<file path="config.mk">
export PLATFORM = sky130hd
export DESIGN_NAME = pci_pm_ctrl
export DESIGN_NICKNAME = d
export VERILOG_FILES = /design/src/rtl/pci_pm_pkg.sv /design/src/rtl/pci_pm_field_edge.sv /design/src/rtl/pci_pm_fsm.sv /design/src/rtl/pci_pm_out.sv /design/src/rtl/pci_pm_ctrl.sv
export SDC_FILE = /design/constraint.sdc
export NUM_CORES = 1
export LEC_CHECK = 0
export BUFFER_PORTS_ARGS = -buffer_cell sky130_fd_sc_hd__buf_2
export CAP_MARGIN = 20
export CORE_AREA = 2 2 39 41
export CTS_BUF_LIST = sky130_fd_sc_hd__clkbuf_8
export DETAILED_ROUTE_END_ITERATION = 8
export DIE_AREA = 0 0 41 43
export GPL_TIMING_DRIVEN = 0
export PLACE_DENSITY = 0.6
export SETUP_SLACK_MARGIN = 0.5
export SLEW_MARGIN = 10
export SYNTH_ARGS = -nofsm -noshare
export SYNTH_HDL_FRONTEND = slang
export SYNTH_SLANG_ARGS = --single-unit
</file>
<file path="constraint.sdc">
create_clock -name clk_i -period 5.3 [get_ports clk_i]
set_input_delay 0.265 -clock clk_i [delete_from_list [all_inputs] [get_ports clk_i]]
set_output_delay 0.265 -clock clk_i [all_outputs]
set_load 0.05 [all_outputs]
</file>
<file path="src/rtl/pci_pm_pkg.sv">
package pci_pm_pkg;
  localparam int PM_W = 2;
  localparam int ST_W = 3;
  localparam logic [PM_W-1:0] PM_ON  = '0;
  localparam logic [PM_W-1:0] PM_LOW = '1;

  typedef enum logic [ST_W-1:0] {
    PS_ON_UNINIT = 3'd0,
    PS_ON_INIT   = 3'd1,
    PS_LP_HOT    = 3'd2,
    PS_LP_COLD   = 3'd3,
    PS_OFF       = 3'd4
  } pwr_st_e;
endpackage

</file>
<file path="src/rtl/pci_pm_field_edge.sv">
module pci_pm_field_edge
  import pci_pm_pkg::*;
#(
  parameter int W = PM_W
) (
  input  logic         clk_i,
  input  logic         rst_ni,
  input  logic [W-1:0] field_i,
  output logic         to_low_o,
  output logic         to_on_o
);
  localparam logic [W-1:0] ON_V  = '0;
  localparam logic [W-1:0] LOW_V = '1;

  logic [W-1:0] prev_q;

  always_ff @(posedge clk_i or negedge rst_ni) begin
    if (!rst_ni) prev_q <= ON_V;
    else         prev_q <= field_i;
  end

  assign to_low_o = (prev_q == ON_V)  && (field_i == LOW_V);
  assign to_on_o  = (prev_q == LOW_V) && (field_i == ON_V);
endmodule

</file>
<file path="src/rtl/pci_pm_fsm.sv">
module pci_pm_fsm
  import pci_pm_pkg::*;
(
  input  logic    clk_i,
  input  logic    rst_ni,
  input  logic    bus_reset_i,
  input  logic    aux_det_i,
  input  logic    pwr_good_i,
  input  logic    to_low_i,
  input  logic    to_on_i,
  output pwr_st_e state_q_o,
  output pwr_st_e state_d_o
);
  pwr_st_e st_q, st_d;

  always_comb begin
    st_d = st_q;
    if (!pwr_good_i && !aux_det_i) begin
      st_d = PS_OFF;
    end else if (!pwr_good_i && aux_det_i &&
                 (st_q == PS_ON_UNINIT || st_q == PS_ON_INIT || st_q == PS_LP_HOT)) begin
      st_d = PS_LP_COLD;
    end else begin
      unique case (st_q)
        PS_ON_UNINIT: if (pwr_good_i && !bus_reset_i) st_d = PS_ON_INIT;
        PS_ON_INIT: begin
          if (bus_reset_i)   st_d = PS_ON_UNINIT;
          else if (to_low_i) st_d = PS_LP_HOT;
        end
        PS_LP_HOT:  if (to_on_i) st_d = PS_ON_UNINIT;
        PS_LP_COLD, PS_OFF: if (pwr_good_i) st_d = PS_ON_UNINIT;
        default:    st_d = PS_ON_UNINIT;
      endcase
    end
  end

  always_ff @(posedge clk_i or negedge rst_ni) begin
    if (!rst_ni) st_q <= PS_ON_UNINIT;
    else         st_q <= st_d;
  end

  assign state_q_o = st_q;
  assign state_d_o = st_d;
endmodule

</file>
<file path="src/rtl/pci_pm_out.sv">
module pci_pm_out
  import pci_pm_pkg::*;
(
  input  logic    clk_i,
  input  logic    rst_ni,
  input  pwr_st_e state_q_i,
  input  pwr_st_e state_d_i,
  input  logic    wake_en_i,
  output logic    phy_pd_o,
  output logic    phy_rst_o,
  output logic    clk_dis_o,
  output logic    mem_io_en_o,
  output logic    xfer_rst_o,
  output logic    wake_qual_o
);
  logic hold_q, prst_q, xrst_q, wake_q;
  logic hot_entry, hold_set, hold_clr, leave_hot_on;

  always_comb begin
    hot_entry    = (state_q_i == PS_ON_INIT) && (state_d_i == PS_LP_HOT);
    leave_hot_on = (state_q_i == PS_LP_HOT)  && (state_d_i == PS_ON_UNINIT);
    hold_clr     = (state_d_i == PS_ON_UNINIT) && (state_q_i != PS_ON_UNINIT);
    hold_set     = (hot_entry && !wake_en_i)
                || ((state_d_i == PS_LP_COLD) &&
                    (state_q_i == PS_ON_UNINIT || state_q_i == PS_ON_INIT))
                || ((state_d_i == PS_OFF) && (state_q_i != PS_OFF));
  end

  always_ff @(posedge clk_i or negedge rst_ni) begin
    if (!rst_ni) begin
      hold_q <= 1'b0;
      prst_q <= 1'b0;
      xrst_q <= 1'b0;
      wake_q <= 1'b0;
    end else begin
      prst_q <= hold_set;
      xrst_q <= leave_hot_on;
      if (hold_set)      hold_q <= 1'b1;
      else if (hold_clr) hold_q <= 1'b0;
      if (hot_entry)                                 wake_q <= wake_en_i;
      else if (hold_clr || state_d_i == PS_OFF)      wake_q <= 1'b0;
    end
  end

  assign phy_pd_o    = hold_q;
  assign phy_rst_o   = prst_q;
  assign xfer_rst_o  = xrst_q;
  assign wake_qual_o = wake_q;
  assign clk_dis_o   = (state_q_i != PS_ON_UNINIT) && (state_q_i != PS_ON_INIT);
  assign mem_io_en_o = (state_q_i == PS_ON_INIT);
endmodule

</file>
<file path="src/rtl/pci_pm_ctrl.sv">
module pci_pm_ctrl
  import pci_pm_pkg::*;
(
  input  logic            clk_i,
  input  logic            rst_ni,
  input  logic            bus_reset_i,
  input  logic [PM_W-1:0] pm_field_i,
  input  logic            aux_det_i,
  input  logic            pwr_good_i,
  input  logic            wake_en_i,
  output logic [ST_W-1:0] state_o,
  output logic            phy_pd_o,
  output logic            phy_rst_o,
  output logic            clk_dis_o,
  output logic            mem_io_en_o,
  output logic            xfer_rst_o,
  output logic            wake_qual_o
);
  logic    to_low, to_on;
  pwr_st_e st_q, st_d;

  pci_pm_field_edge #(.W(PM_W)) u_edge (
    .clk_i    (clk_i),
    .rst_ni   (rst_ni),
    .field_i  (pm_field_i),
    .to_low_o (to_low),
    .to_on_o  (to_on)
  );

  pci_pm_fsm u_fsm (
    .clk_i       (clk_i),
    .rst_ni      (rst_ni),
    .bus_reset_i (bus_reset_i),
    .aux_det_i   (aux_det_i),
    .pwr_good_i  (pwr_good_i),
    .to_low_i    (to_low),
    .to_on_i     (to_on),
    .state_q_o   (st_q),
    .state_d_o   (st_d)
  );

  pci_pm_out u_out (
    .clk_i       (clk_i),
    .rst_ni      (rst_ni),
    .state_q_i   (st_q),
    .state_d_i   (st_d),
    .wake_en_i   (wake_en_i),
    .phy_pd_o    (phy_pd_o),
    .phy_rst_o   (phy_rst_o),
    .clk_dis_o   (clk_dis_o),
    .mem_io_en_o (mem_io_en_o),
    .xfer_rst_o  (xfer_rst_o),
    .wake_qual_o (wake_qual_o)
  );

  assign state_o = st_q;
endmodule

</file>
==> flow_summary.json <==
{
  "grt_antenna_before_repair": 0,
  "dpl.hpwl_um": 800,
  "wl_per_cell_um": 12.1,
  "synth_edf_count": 0,
  "drtAntennaViolNets": 0,
  "p_per_area_nw_per_um2": 315,
  "ys_seq_elements": 9,
  "io_buffers": 15,
  "fp.dieH_um": 43,
  "yosysTopAreaCell": "dfrtp_1",
  "period_share_pct": 33.9,
  "cts_tree": "yes",
  "period_needed_ps": 1800,
  "postCtsResizedCells": 0,
  "placed_cells": 82,
  "root_buffer": "clkbuf_8",
  "ctsHtreeMaxLevel": 1,
  "start_util_pct": 36.0,
  "yosys_warnings": 0,
  "cts.path.max_buffers": 2,
  "firstDrtPassIters": 2,
  "vias_per_cell": 4.99,
  "routed_wl_um": 1050,
  "relSlewSlack_pct": 82.6,
  "endpoint_kind": "flop",
  "leakagePower_nw": 0.307,
  "slew_viol_final": 0,
  "drc": 0,
  "finalSetupTns_ps": 0,
  "first_iter_violations": 1,
  "clk_pin_slew_ps": 50,
  "clk_latency_ps": 230,
  "setup_viol": 0,
  "cp.required_ps": 5460,
  "reg2reg_from": "u_fsm.state_q_o[1]$_DFF_PN0_",
  "core_um2": 1380,
  "grt-ovfl-total": 0,
  "grt_pass1_vias": 396,
  "die_w_um": 41,
  "grt_setup_unrepaired": "false",
  "worstPathArrival_ps": 1960,
  "ios": 17,
  "syn-num-nets": 59,
  "grt_start_max_net_pins": 11,
  "synth-async-reset-ratio_pct": 100,
  "track_usage_pct": 14.3,
  "yosysMostFrequentCell": "dfrtp_1",
  "cp-start-kind": "flop",
  "yosys-top-cells-count": "dfrtp_1, inv_1",
  "synth_area_leaders": "dfrtp_1, a21oi_1, o21ai_0, inv_1, o21a_1",
  "critPathMaxFanout": 10,
  "grt_pass1_wl_um": 1750,
  "yosys.area.top_type_share_pct": 45.2,
  "worst_pin_slew_ps": 257,
  "clock_skew_ps": 5.75,
  "syn_avg_cell_area_um2": 9.76,
  "routabilityCongestion": 0.797,
  "hold_viol": 0,
  "dieArea_um2": 1760,
  "maxCapViolCount": 0,
  "cp-startpoint": "u_fsm.state_q_o[1]$_DFF_PN0_",
  "yosysSeqAreaShare_pct": 45.2,
  "syn2layout_area_growth_pct": 30.2,
  "drive_gt1_share_pct": 38.0,
  "fmax_mhz": 556,
  "nets": 80,
  "vias": 434,
  "fin_cells": 87,
  "worstHoldStart": "pm_field_i[0]",
  "p_total_mw": 0.204,
  "numCtsBuffers": 3,
  "std_cell_rows": 14,
  "ys.flop_type": "dfrtp_1",
  "yosysUniqueCellTypes": 31,
  "cts.sinks": 9,
  "outcome": "completed",
  "synth_area_um2": 498,
  "vdd_drop_max_v": 0.000165,
  "postSynthCellCount": 51,
  "hp-class": "input pin to flop",
  "antennaDiodeCount": 0,
  "path_class": "flop to flop"
}
[worst max-delay path: stages (launching register included)]
cell and delay [ps]:
dfrtp_1 380, buf_6 140, or4b_4 510, or4_4 440
o22ai_2 170, a21o_1 100
[cells in the final DEF, fill, tap and decap left out, types with 2 or more instances in the layout]
cell type,count
buf_2,16
clkbuf_8,3
nand2_1,3
nor2_1,3
a21oi_1,3
inv_1,5
o21a_1,2
dfrtp_1,9
o21ai_0,3
[through the flow]
step	instance area (um^2)	hold slack, ps	utilization, %	setup slack (ps)
detailed placement	593	133	42.9	3510
floorplan	498	-30.6	-	3120
CTS	648	172	46.8	3490
global placement	593	133	42.9	3520
finish	648	175	46.8	3500
global route	648	169	46.8	3450
[final timing paths]
path                                                    to  slack (ps)  cells past startpoint
worst max register to register  u_out.phy_pd_o$_DFFE_PN0P_        3500                      5
min in group asynchronous       u_out.xfer_rst_o$_DFF_PN0_         410                      2
worst min-delay path            u_edge.prev_q[0]$_DFF_PN0_         180                      1
worst max-delay path            u_out.phy_pd_o$_DFFE_PN0P_        3500                      5
worst min register to register  u_out.phy_pd_o$_DFFE_PN0P_         480                      1
max in group asynchronous        u_out.phy_rst_o$_DFF_PN0_        4710                      2
[power breakdown]
part,leakage [nW],internal [mW],switching (mW)
logic,0.167,0.0162,0.0353
registers,0.112,0.0736,0.00316
clock network,0.0269,0.0503,0.0259
total,0.307,0.140,0.0643
[metal layers]
metal | part of all wire [%] | track usage, % | up-vias
li1 | - | - | 227
met3 | 4.2 | 3.14 | 0
met1 | 50 | 20.5 | 197
met5 | 0 | 0 | -
met2 | 45 | 20.9 | 10
met4 | 0 | 4.00 | 0
[sequential cells by signal, summed over array words and instances (netlist names)]
signal	count
u_out.phy_rst_o	1
u_out.wake_qual_o	1
u_edge.prev_q	2
u_out.xfer_rst_o	1
u_out.phy_pd_o	1
u_fsm.state_q_o	3
[area by class of cell]
cell class | count | area (um^2)
Clock buffer | 3 | 41.3
Inverter | 4 | 15.0
Clock inverter | 1 | 3.75
Timing Repair Buffer | 16 | 85.1
Sequential cell | 9 | 225
Buffer | 3 | 21.3
Multi-Input combinational cell | 35 | 236
Fill cell | 139 | 736
Tap cell | 16 | 20.0
[repair_timing]
item | in CTS | in global routing
hold buffers | 1 | 0
endpoints found under the hold margin | 9 | 0
buffers inserted | 0 | 0
[cells by family after synthesis]
kind of cell	count (synthesis)	synth area share, %
compound gates	17	24.1
flops	9	45.2
buf+inv	7	7.28
simple gates	18	23.4
No activity file was read; power rests on OpenSTA's default activity.
